[src/rtl/ordseq_pkg.sv]
// Shared types and mode decoding for the ordering sequencer.
// Assumes offsets are measured in eighths of a block.
package ordseq_pkg;

    localparam int OFS_W   = 3;
    localparam int EIGHTHS = 8;

    typedef struct packed {
        logic       two_lanes;  // imaginary lane carries data
        logic       split_idx;  // one source split across lanes: idx 2n / 2n+1
        logic [3:0] hop;        // offset step in eighths, 8 = no overlap
    } mode_cfg_t;

    // Translate a 3-bit mode code into lane usage and overlap step.
    function automatic mode_cfg_t decode_mode(input logic [2:0] code);
        mode_cfg_t c;
        c.two_lanes = (code != 3'b000);
        c.split_idx = (code >= 3'b001) && (code <= 3'b100);
        case (code)
            3'b001:  c.hop = 4'd6;
            3'b010:  c.hop = 4'd4;
            3'b011:  c.hop = 4'd2;
            3'b100:  c.hop = 4'd1;
            3'b110:  c.hop = 4'd4;
            3'b111:  c.hop = 4'd2;
            default: c.hop = 4'd8;
        endcase
        return c;
    endfunction

endpackage

[src/rtl/ordseq_mode_reg.sv]
// Mode register with deferred apply.
// A write is parked as pending and copied to the active code only while the
// emitter reports idle. The apply pulse lets the other units restart.
module ordseq_mode_reg (
    input  logic       clk,
    input  logic       rst_n,
    input  logic       wr_en,
    input  logic [2:0] wr_code,
    input  logic       idle,
    output logic [2:0] act_code,
    output logic       pend_valid,
    output logic       apply
);

    logic [2:0] pend_code;

    // Hold the latest write and move it to the active code when idle.
    always_ff @(posedge clk) begin
        if (!rst_n) begin
            act_code   <= 3'b000;
            pend_code  <= 3'b000;
            pend_valid <= 1'b0;
            apply      <= 1'b0;
        end else begin
            apply <= 1'b0;
            if (wr_en) begin
                pend_code  <= wr_code;
                pend_valid <= 1'b1;
            end else if (pend_valid && idle) begin
                act_code   <= pend_code;
                pend_valid <= 1'b0;
                apply      <= 1'b1;
            end
        end
    end

    AST_MODE_AT_BOUNDARY: assert property (@(posedge clk) disable iff (!rst_n)
        !idle |=> $stable(act_code));

endmodule

[src/rtl/ordseq_lane_count.sv]
// Pending-completion counter for one input lane.
// Counts strobes while enabled, gives back GROUP on consume, and is flushed
// by clear. Assumes the environment never exceeds PEND_MAX pending blocks.
module ordseq_lane_count #(
    parameter int GROUP    = 1,
    parameter int PEND_MAX = 8
) (
    input  logic clk,
    input  logic rst_n,
    input  logic strobe,
    input  logic enable,
    input  logic clear,
    input  logic consume,
    output logic grp_ready
);

    localparam int CW = $clog2(PEND_MAX + 1);
    localparam logic [CW-1:0] GRP_C = CW'(GROUP);
    localparam logic [CW-1:0] MAX_C = CW'(PEND_MAX);

    logic [CW-1:0] cnt;
    logic [CW-1:0] cnt_nxt;
    logic          inc;

    // Next count from strobe and consume.
    always_comb begin
        inc     = strobe && enable;
        cnt_nxt = cnt + CW'(inc);
        if (consume) cnt_nxt = cnt_nxt - GRP_C;
    end

    // Counter register, flushed on mode apply.
    always_ff @(posedge clk) begin
        if (!rst_n || clear) cnt <= '0;
        else                 cnt <= cnt_nxt;
    end

    assign grp_ready = (cnt >= GRP_C);

    AST_NO_OVERFLOW: assert property (@(posedge clk) disable iff (!rst_n)
        (strobe && enable && !clear && !consume) |-> (cnt != MAX_C));
    AST_NO_UNDERFLOW: assert property (@(posedge clk) disable iff (!rst_n)
        consume |-> (cnt >= GRP_C));

endmodule

[src/rtl/ordseq_emit.sv]
// Descriptor emitter. Once a group is ready it walks offset (outer),
// pair (middle) and lane (inner), presenting one descriptor at a time on a
// valid/ready handshake. Assumes the mode configuration is steady while busy.
module ordseq_emit
    import ordseq_pkg::*;
#(
    parameter int GROUP = 1,
    parameter int IDXW  = 8
) (
    input  logic             clk,
    input  logic             rst_n,
    input  mode_cfg_t        cfg,
    input  logic             hold_off,
    input  logic             clear,
    input  logic             grp_ready,
    output logic             consume,
    output logic             idle,
    output logic             desc_valid,
    input  logic             desc_ready,
    output logic             desc_src,
    output logic [IDXW-1:0]  desc_idx,
    output logic [OFS_W-1:0] desc_ofs
);

    localparam int PW = (GROUP > 1) ? $clog2(GROUP) : 1;
    localparam logic [PW-1:0] LAST_P = PW'(GROUP - 1);
    localparam logic [IDXW-1:0] GRP_STEP = IDXW'(GROUP);

    logic            busy;
    logic [3:0]      ofs;
    logic [PW-1:0]   pidx;
    logic            lane;
    logic [IDXW-1:0] base;
    logic            fire, last_lane, last_p, last_ofs;
    logic [4:0]      ofs_sum;
    logic [IDXW-1:0] pair_no;

    // Loop-end flags and group start condition.
    always_comb begin
        fire      = busy && desc_ready;
        last_lane = !cfg.two_lanes || lane;
        last_p    = (pidx == LAST_P);
        ofs_sum   = {1'b0, ofs} + {1'b0, cfg.hop};
        last_ofs  = (ofs_sum >= 5'(EIGHTHS));
        consume   = !busy && !hold_off && !clear && grp_ready;
    end

    // Walk the nested loops, one step per accepted descriptor.
    always_ff @(posedge clk) begin
        if (!rst_n) begin
            busy <= 1'b0;
            ofs  <= '0;
            pidx <= '0;
            lane <= 1'b0;
            base <= '0;
        end else if (clear) begin
            base <= '0;
        end else if (consume) begin
            busy <= 1'b1;
            ofs  <= '0;
            pidx <= '0;
            lane <= 1'b0;
        end else if (fire) begin
            if (!last_lane) begin
                lane <= 1'b1;
            end else begin
                lane <= 1'b0;
                if (!last_p) begin
                    pidx <= pidx + 1'b1;
                end else begin
                    pidx <= '0;
                    if (!last_ofs) begin
                        ofs <= ofs_sum[3:0];
                    end else begin
                        busy <= 1'b0;
                        base <= base + GRP_STEP;
                    end
                end
            end
        end
    end

    // Descriptor fields from the loop state.
    always_comb begin
        pair_no    = base + IDXW'(pidx);
        desc_idx   = cfg.split_idx ? {pair_no[IDXW-2:0], lane} : pair_no;
        desc_src   = lane;
        desc_ofs   = ofs[OFS_W-1:0];
        desc_valid = busy;
        idle       = !busy;
    end

    // Tracks whether the last accepted descriptor came from the real lane.
    logic chk_real_seen;
    always_ff @(posedge clk) begin
        if (!rst_n)                chk_real_seen <= 1'b0;
        else if (desc_valid && desc_ready) chk_real_seen <= !desc_src;
    end

    AST_HOLD_STABLE: assert property (@(posedge clk) disable iff (!rst_n)
        (desc_valid && !desc_ready) |=> (desc_valid && $stable(desc_idx)
            && $stable(desc_src) && $stable(desc_ofs)));
    AST_REAL_FIRST: assert property (@(posedge clk) disable iff (!rst_n)
        (desc_valid && desc_ready && desc_src) |-> chk_real_seen);
    AST_OFS_BOUND: assert property (@(posedge clk) disable iff (!rst_n)
        busy |-> (ofs < 4'd8));

endmodule

[src/rtl/fft_order_seq.sv]
// Top of the ordering sequencer: mode register, one pending counter per lane
// and the descriptor emitter. Assumes one-cycle completion strobes.
module fft_order_seq
    import ordseq_pkg::*;
#(
    parameter int GROUP    = 1,
    parameter int PEND_MAX = 8,
    parameter int IDXW     = 8
) (
    input  logic             clk,
    input  logic             rst_n,
    input  logic             mode_wr,
    input  logic [2:0]       mode_code,
    input  logic             re_blk_done,
    input  logic             im_blk_done,
    output logic             desc_valid,
    input  logic             desc_ready,
    output logic             desc_src,
    output logic [IDXW-1:0]  desc_idx,
    output logic [OFS_W-1:0] desc_ofs
);

    localparam int NLANE = 2;

    logic [2:0]       act_code;
    logic             pend_valid, apply, idle, consume, grp_ready;
    mode_cfg_t        cfg;
    logic [NLANE-1:0] strobe, lane_en, lane_rdy, lane_take;

    ordseq_mode_reg u_mode (
        .clk(clk), .rst_n(rst_n), .wr_en(mode_wr), .wr_code(mode_code),
        .idle(idle), .act_code(act_code), .pend_valid(pend_valid), .apply(apply)
    );

    // Lane usage from the active mode; imaginary lane only when two are in use.
    always_comb begin
        cfg       = decode_mode(act_code);
        strobe    = {im_blk_done, re_blk_done};
        lane_en   = {cfg.two_lanes, 1'b1};
        grp_ready = lane_rdy[0] && (lane_rdy[1] || !cfg.two_lanes);
        lane_take = {consume && cfg.two_lanes, consume};
    end

    for (genvar g = 0; g < NLANE; g++) begin : g_lane
        ordseq_lane_count #(.GROUP(GROUP), .PEND_MAX(PEND_MAX)) u_cnt (
            .clk(clk), .rst_n(rst_n), .strobe(strobe[g]), .enable(lane_en[g]),
            .clear(apply), .consume(lane_take[g]), .grp_ready(lane_rdy[g])
        );
    end

    ordseq_emit #(.GROUP(GROUP), .IDXW(IDXW)) u_emit (
        .clk(clk), .rst_n(rst_n), .cfg(cfg), .hold_off(pend_valid),
        .clear(apply), .grp_ready(grp_ready), .consume(consume), .idle(idle),
        .desc_valid(desc_valid), .desc_ready(desc_ready), .desc_src(desc_src),
        .desc_idx(desc_idx), .desc_ofs(desc_ofs)
    );

endmodule

[config.mk]
export PLATFORM = sky130hd
export DESIGN_NAME = fft_order_seq
export DESIGN_NICKNAME = d
export VERILOG_FILES = /design/src/rtl/ordseq_pkg.sv /design/src/rtl/ordseq_mode_reg.sv /design/src/rtl/ordseq_lane_count.sv /design/src/rtl/ordseq_emit.sv /design/src/rtl/fft_order_seq.sv
export SDC_FILE = /design/constraint.sdc
export NUM_CORES = 1
export LEC_CHECK = 0
export CORE_UTILIZATION = 50
export CTS_CLUSTER_SIZE = 12
export DETAILED_ROUTE_END_ITERATION = 16
export DONT_BUFFER_PORTS = 1
export PLACE_DENSITY = 0.68
export SLEW_MARGIN = 20
export SYNTH_ARGS = -nofsm -noshare
export SYNTH_HDL_FRONTEND = slang
export SYNTH_HIERARCHICAL = 1
export SYNTH_SLANG_ARGS = --single-unit
export TNS_END_PERCENT = 1
[constraint.sdc]
create_clock -name clk -period 2.41 [get_ports clk]
set_input_delay 0.3615 -clock clk [delete_from_list [all_inputs] [get_ports clk]]
set_output_delay 0.3615 -clock clk [all_outputs]
set_load 0.05 [all_outputs]
======== Word level (Yosys, flattened, before mapping) ========
Index checks and enable logic that the tools add are counted.
W data, S select, Z words.
storage, ports and cells
  latch bits .............................. 0
  input bits .............................. 9
  memory bits (writable) .................. 0
  memory bits (read-only) ................. 0
  bits in registers ....................... 31
  memories kept ........................... 0
  word-level logic and storage cells ...... 93
cells by class
  eq/ne operators ......................... 8
  shift-type cells ........................ 0
  reduce and logical (&&, ||, !) cells .... 32
  order comparisons ....................... 5
  multipliers ............................. 0
  bitwise logic cells ..................... 5
  $add $sub $neg .......................... 8
  div/mod/pow operators ................... 0
  multiplexer cells ....................... 24
operators with widths
  kind                   count
  $mux W4                7
  $pmux W4 S4            1
  $mux W1                15
  $reduce_and A5 Y1      3
  $eq A3 B3 Y1 const B   3
  $logic_and A1 B1 Y1    9
  $add A4 B1 Y4          2
  $add A8 B1 Y8          1
  $add A8 B1 Y8 const B  1
  $ge A4 B1 Y1 const B   2
  $mux W8                1
  $reduce_bool A2 Y1     4
  $reduce_or A2 Y1       4
  $sub A4 B1 Y4 const B  2
  $eq A3 B2 Y1 const B   2
  $add A4 B4 Y5          1
  $ge A5 B4 Y1 const B   1
  $logic_not A1 Y1       5
  $not A1 Y1             5
  $ne A2 B2 Y1 const B   2
  $reduce_and A2 Y1      2
  $eq A3 B1 Y1 const B   1
  $ge A3 B1 Y1 const B   1
  $le A3 B3 Y1 const B   1
  4 further kinds        6

======== Logic depth before layout (Yosys ltp) ========
Gate-level depths: netlist (run 1).
  word-level depth ........................ 10
  depth in mapped cells ................... 9
  depth with buffers taken out ............ 9

======== Cells and area by module ========
The synthesis (run 1) kept the hierarchy.
by module, submodules not included
  module             times used  cells each  area an instance (µm²)
  ordseq_emit        1           102         900.9
  ordseq_lane_count  2           26          252.7
  ordseq_mode_reg    1           30          312.8
  fft_order_seq      1           14          95.1

======== Worst setup path before layout (run 1) ========
OpenSTA, ideal clock, no wires.
  path kind ............................... reg2reg
  from .................................... register u_mode.act_code[0]
  to ...................................... register g_lane[1].u_cnt.cnt[3]
  stages on the path, launching flop included .. 9
  arrival time ............................ 2.187 ns
  period minus slack after synthesis ...... 2.309 ns
  setup time .............................. 0.122 ns
  path buffers ............................ 0
  slack ................................... 0.101 ns
  cell sequence ........................... dfxtp_1 > or3_4 > a21boi_2 > or4b_2 > inv_1 > and2_4 > nor3b_2 > a21o_1 > mux2i_1
RTL lines
  item                      RTL line                 source
  start: declaration        ordseq_mode_reg.sv:10    output logic [2:0] act_code,
  start signal: assignment  ordseq_mode_reg.sv:30    act_code <= pend_code;
  end signal: assignment    ordseq_lane_count.sv:35  else cnt <= cnt_nxt;
  end: declaration          ordseq_lane_count.sv:21  logic [CW-1:0] cnt;

==> results of run 1 <==
-- power by group --
part	internal (mW)	switching (mW)	total [mW]
clock	0.218	0.194	0.412
sequential	0.544	0.0368	0.581
combinational	0.221	0.263	0.484
-- state kept, by name, summed over array words and instances (netlist names) --
register	cells
g_lane.u_cnt/cnt	8
u_emit/base	8
u_emit/ofs	4
u_mode/act_code	3
u_mode/pend_code	3
u_emit/desc_src	1
u_emit/desc_valid	1
u_mode/apply	1
u_mode/pend_valid	1
-- cell usage after synthesis (2+ instances only) --
library cell,instances,area (sq um)
nor3b_2,2,25.0
nor3_1,2,10.0
xor2_1,4,35.0
and2_1,6,37.5
a211oi_1,2,15.0
dfxtp_1,30,601
and4_1,2,17.5
clkbuf_1,2,7.51
nand2_1,15,56.3
or4_1,5,37.5
o21ai_0,8,40.0
a21oi_1,7,35.0
mux2_2,7,78.8
ha_1,11,138
nand4_1,2,12.5
xnor2_2,2,32.5
o21a_1,2,15.0
or3_2,2,15.0
nor2_1,16,60.1
a21o_1,3,22.5
mux2i_1,10,100
buf_4,4,30.0
nand3b_1,2,15.0
nand2b_1,3,18.8
xnor2_1,7,61.3
inv_1,12,45.0
nor2b_1,6,37.5
o31ai_1,2,15.0
nand3_1,4,20.0
-- worst max path at each step --
stage	end	start	slack, ns	cells past startpoint
after global placement	u_emit/base[7]	u_mode/act_code[1]	0.12	8
after floorplan	g_lane[1].u_cnt/cnt[3]	u_mode/act_code[0]	0.10	8
after CTS	u_emit/base[5]	u_mode/act_code[0]	0.002	9
after detailed placement	u_emit/base[5]	u_mode/act_code[0]	0.04	9
after global routing	u_emit/base[7]	u_mode/act_code[0]	-0.01	8
final	g_lane[1].u_cnt/cnt[3]	u_mode/act_code[0]	0.10	8
-- layout make-up --
class | count | area (sq um)
fillers | 320 | 1380
multi-input cells | 150 | 1150
flip-flops and latches | 30 | 607
repair buffers | 12 | 90.1
well taps | 46 | 57.6
clock inverters | 3 | 45.0
inverters | 12 | 45.0
clock buffers | 5 | 37.5
-- stage by stage --
step	power [mW]	hold WS [ns]	setup WS (ns)	std cells
3_3_place_gp	1.04	0.446	0.120	246
2_1_floorplan	0.948	0.437	0.101	198
4_1_cts	1.47	0.127	0.00165	254
6_report	1.48	0.139	0.102	258
5_1_grt	1.57	0.120	-0.0150	258
3_5_place_dp	1.06	0.458	0.0406	246
-- metal layers --
metal | vias up | wire, microns | share of wire (%)
met5 | - | 0 | 0
met4 | 0 | 52 | 1.5
met3 | 6 | 144 | 4.1
met2 | 26 | 1760 | 50
met1 | 650 | 1560 | 44
li1 | 713 | - | -
-- cell usage in the layout, fill, tap and decap left out, types with 2 or more instances in the layout --
| cell type | count |
|---|---|
| xor2_1 | 4 |
| a21o_1 | 3 |
| clkbuf_4 | 5 |
| inv_1 | 12 |
| and2_1 | 6 |
| or3_2 | 2 |
| and4_1 | 2 |
| xnor2_1 | 6 |
| nand4_1 | 2 |
| clkinvlp_4 | 2 |
| a211oi_1 | 2 |
| o31ai_1 | 2 |
| nor3_1 | 2 |
| nor2_1 | 15 |
| o21a_1 | 2 |
| xnor2_2 | 3 |
| nor3b_2 | 2 |
| nand2b_1 | 3 |
| o21ai_0 | 7 |
| a21oi_1 | 7 |
| nand2_1 | 15 |
| nand3_1 | 4 |
| or4_1 | 5 |
| dfxtp_2 | 2 |
| buf_4 | 12 |
| dfxtp_1 | 27 |
| mux2i_1 | 10 |
| nor2b_1 | 6 |
| ha_1 | 11 |
| mux2_2 | 7 |
| nand3b_1 | 2 |
-- kinds of logic (layout without fill, tap and decap cells) --
group           count (synthesis)  after routing
simple gates                   79             80
flops                          30             30
compound gates                 27             27
buf+inv                        19             32
mux                            17             17
xor+xnor                       13             13
fa+ha+maj                      12             12
other cells                     1              1
-- what timing repair did --
action,4_1_cts,5_1_grt
pin swaps,0,3
gates resized for setup,2,7
buffers inserted,0,3
setup endpoints to repair,8,9
gates cloned,0,1
==> metrics.cfg, run 1 <==
[run_status]
outcome=finished, final reports clean

[clock_tree]
tritoncts=yes
clk_path_buf_depth=2
cts_buffers=5
clk_latency_ns=0.34
ctsRootBufferMaster=clkbuf_4
cts.clk_slew.worst_paths_ns=0.11
cts_max_level=2
clock_sinks=30
holdBufCountCts=0

[sta]
rsz0062_at_grt=yes
fin_tns_setup_ns=0
clock_skew_ns=0.00784
final_max_slew_viol_count=0
relSlewSlack_pct=62.9
min_period_over_period_pct=95.8
tightest_slew_ns=0.551
setup_viol=0
fin_crit_ns=2.31
finalHoldViolations=0
fmax_mhz=433

[setup_path]
crit_buf_inv=1
r2r_end=g_lane[1].u_cnt/cnt[3]
end_kind=flop
required_ns=2.68
crit_chain=or3_4, a21boi_2, or4b_2, inv_1, and2_4, nor3b_2, nand3b_1, mux2i_1
rr_startpoint=u_mode/act_code[0]
reg2reg_setup_slack_ns=0.10
start_kind=flop
worst_ep_arrival_time_ns=2.58
cp_max_fo=7
crit_type=reg2reg
max_stage_delay_ns=0.60
ff2ff_path_depth=8
cpLargestDelayFamily=simple AND/OR/NAND/NOR gates
cpMaxStageDelayCell=or4b_2

[finish]
design_area_sq_um=2030
diodes=0
layout-drive-gt1-share_pct=22.6
area_growth_pct=12.1
final_nets=232
final_util_pct=59.5

[yosys]
synth_ff_type=dfxtp_1
ys_seq_area_share_pct=33.1
synth_top_family_by_area=simple AND/OR/NAND/NOR gates
synth_fp_nets=219
synthXorXnorAreaFrac_pct=7.10
synth_compound_area_share_pct=9.31
yosysWarnings=6
synth_edf_count=0
synth-async-reset-ratio_pct=0
ys_types=47
synthAdderAreaFrac_pct=8.69
synth-seq-cells=30
synth-simple-area-share_pct=26.6
synthMuxAreaShare_pct=9.86
syn_inst=198
netlist_area_sq_um=1810
syn_avg_cell_area_sq_um=9.16

[worst_hold_path]
whs_endpoint=u_emit/ofs[1]
holdPathStages=1
worstHoldStart=rst_n
hold_class=in2reg

[placed_design]
postPlaceCellArea_sq_um=1890
place_congestion=0.836
io_buffers=0
place_hpwl_microns=2590

[detailed_routing]
via_per_inst=5.41
routed_wl_microns=3510
firstDrtPassIters=4
first_iter_violations=80
vias=1395
wl_per_cell_microns=13.6
ant_nets=0
drc=0

[floorplanning]
die_area_sq_um=3870
die_h_microns=62.2
die_w_microns=62.2
start_util_pct=53.1
io-pin-count=22
fp.coreArea_sq_um=3420
rows=21

[grt]
grt_pass1_vias=1365
busiest_layer=met2
met3_usage_pct=5.51
antenna_found_initial=0
grt_pass1_wl_microns=5930
grt_max_degree=22
overflow=0
use_met2_pct=35.2
grtUsageMet1_pct=21.0
track_usage_pct=19.2

[pwr]
peakVddDrop_mv=0.403
p_per_area_nw_per_um2=726
p_leak_nw=0.837

[job]
drv_cap=0

Power figures use the tool's default switching activity.
==> run 2: changes to the inputs <==
--- a/config.mk
+++ b/config.mk
@@ -5,6 +5,7 @@
 export SDC_FILE = /design/constraint.sdc
 export NUM_CORES = 1
 export LEC_CHECK = 0
+export CORE_ASPECT_RATIO = 0.7
 export CORE_UTILIZATION = 50
 export CTS_CLUSTER_SIZE = 12
 export DETAILED_ROUTE_END_ITERATION = 16
==> run 2 against run 1 <==
  * Non-clock buffer count stayed put
  * Power down 1.7%
  * Fmax shrank 0.66%
  * Clock power fell by 9.2%
  * Die area about the same
  * Critical endpoint is now desc_idx[6]
  * Largest cell class unchanged
==> metrics.cfg, run 2 (synthesis gave the netlist of run 1 again) <==
[run_status]
outcome=finished, final reports clean

[setup_path]
required_ns=2.05  ; -0.63 ns
max_stage_delay_ns=0.68  ; +0.08 ns
cpMaxStageDelayCell=xnor2_1
cp.depth=3  ; -5
ff2ff_path_depth=8  ; unchanged
cpLargestDelayFamily=XOR/XNOR gates
rr_startpoint=u_mode/act_code[0]
start_kind=flop
reg2reg_setup_slack_ns=0.13  ; +0.03 ns
worst_ep_arrival_time_ns=1.96  ; -0.62 ns
cp_max_fo=9  ; +2
crit_buf_inv=0  ; -1
crit_chain=nor2_2, xnor2_1, mux2_2
crit_type=reg2out
end_kind=output pin
r2r_end=u_emit/base[7]
critPathLaunch=u_mode/act_code[0]
crit_path_end=desc_idx[6]

[finish]
layout_commonest_cell=dfxtp_1
nFillCells=284  ; -11%
reg_top3=g_lane.u_cnt/cnt (8), u_emit/base (8), u_emit/ofs (4)
design_area_sq_um=2010  ; -1.2%
area_growth_pct=10.8
layout_common_cells=dfxtp_1, nor2_1, nand2_1, inv_1, buf_4
diodes=0  ; unchanged
final_nets=231  ; -0.43%
layout-drive-gt1-share_pct=20.5  ; -2.2 points

[sta]
fin_crit_ns=2.32  ; +0.0152 ns
min_period_over_period_pct=96.4  ; +0.63 points
finalHoldViolations=0  ; unchanged
clock_skew_ns=0.00436  ; -0.00347 ns
hold_ws_ns=0.207  ; +0.0684 ns
fmax_mhz=430  ; -0.66%
fin_tns_setup_ns=0  ; unchanged
rsz0062_at_grt=no
tightest_slew_ns=0.869  ; +0.318 ns
setup_viol=0  ; unchanged
final_max_slew_viol_count=0  ; unchanged
relSlewSlack_pct=41.6  ; -21 points

[clock_tree]
cts_max_level=2  ; unchanged
cts.clk_slew.worst_paths_ns=0.06  ; -0.05 ns
clock_sinks=30  ; unchanged
cts_buffers=5  ; unchanged
ctsRootBufferMaster=clkbuf_8
tritoncts=yes
clk_latency_ns=0.27  ; -0.07 ns
clk_path_buf_depth=2  ; unchanged

[pwr]
p_per_area_nw_per_um2=722  ; -0.52%
p_leak_nw=0.829  ; -0.94%
total_power_mw=1.45  ; -1.7%
peakVddDrop_mv=0.524  ; +30%

[floorplanning]
rows=17  ; -19%
fp.coreArea_sq_um=3300  ; -3.5%
die_w_microns=74.0  ; +19%
die_area_sq_um=3880  ; about the same
start_util_pct=55.0  ; +1.9 points
io-pin-count=22  ; unchanged
die_h_microns=52.4  ; -16%

[detailed_routing]
routed_wl_microns=3620  ; +3.1%
firstDrtPassIters=4  ; unchanged
drc=0  ; unchanged
vias=1356  ; -2.8%
via_per_inst=5.28  ; -2.4%
ant_nets=0  ; unchanged
wl_per_cell_microns=14.1  ; +3.5%
first_iter_violations=54  ; -33%

[grt]
grt_pass1_wl_microns=5950  ; +0.22%
antenna_found_initial=0  ; unchanged
grt_max_degree=22  ; unchanged
track_usage_pct=21.0  ; +1.8 points
overflow=0  ; unchanged
grt_pass1_vias=1282  ; -6.1%

[placed_design]
postPlaceCellArea_sq_um=1910  ; +0.86%
place_hpwl_microns=2720  ; +4.9%
place_congestion=0.898  ; +7.5%
io_buffers=0  ; unchanged

[job]
drv_cap=0  ; unchanged

[worst_hold_path]
hold_class=in2reg

-- run 2: cell types whose count changed in the layout (fill, tap and decap cells not counted), moves of 2 or more --
| cell | previous run | this run |
|---|---|---|
| clkbuf_8 | 0 | 5 |
| clkinvlp_4 | 2 | 0 |
| clkbuf_4 | 5 | 0 |
| clkbuf_1 | 0 | 2 |
-- run 2: worst min-delay path by stage --
| stage | slack, ns | from | end | cells past startpoint |
|---|---|---|---|---|
| after global placement | 0.45 | u_mode/pend_code[2] | u_mode/act_code[2] | 2 |
| after floorplan | 0.44 | u_mode/pend_code[1] | u_mode/act_code[1] | 2 |
| after detailed placement | 0.46 | u_mode/pend_code[0] | u_mode/act_code[0] | 2 |
| final | 0.21 | rst_n | u_mode/apply | 1 |
| after global routing | 0.20 | rst_n | u_mode/apply | 1 |
| after CTS | 0.20 | rst_n | u_mode/apply | 1 |
-- run 2: metrics by stage --
step | cells | util (%) | setup slack, ns
2_1_floorplan | 198 | - | 0.101
3_3_place_gp | 249 | 57.8 | 0.128
3_5_place_dp | 249 | 57.8 | 0.0497
4_1_cts | 256 | 60.2 | 0.0141
5_1_grt | 257 | 60.9 | 0.000725
6_report | 257 | 60.9 | 0.0870
-- run 2: timing repair --
item | CTS | global route
hold buffers | 0 | 0
endpoints found under the setup margin | 0 | 16
setup buffers | 0 | 1
gates resized for setup | 0 | 8
-- run 2: routing by layer --
metal	part of all wire, %	global-route usage, %
met5	0	0
met4	1.0	8.01
met3	5.4	6.15
met2	41	29.5
met1	53	29.9
-- run 2: layout make-up --
class / instances / area [sq um] / share of cell area [%]
Clock buffer: 7 / 76.3 / 3.80
Inverter: 12 / 45.0 / 2.24
Multi-Input combinational cell: 149 / 1130 / 56.5
Sequential cell: 30 / 604 / 30.1
Tap cell: 47 / 58.8 / 2.93
Timing Repair Buffer: 12 / 90.1 / 4.48
-- run 2: power by group --
group / switching [mW] / total [mW] / leakage [nW] / internal (mW)
Combinational: 0.268 / 0.491 / 0.545 / 0.223
Clock: 0.175 / 0.374 / 0.0383 / 0.198
Sequential: 0.0403 / 0.586 / 0.245 / 0.546
Total: 0.484 / 1.45 / 0.829 / 0.968
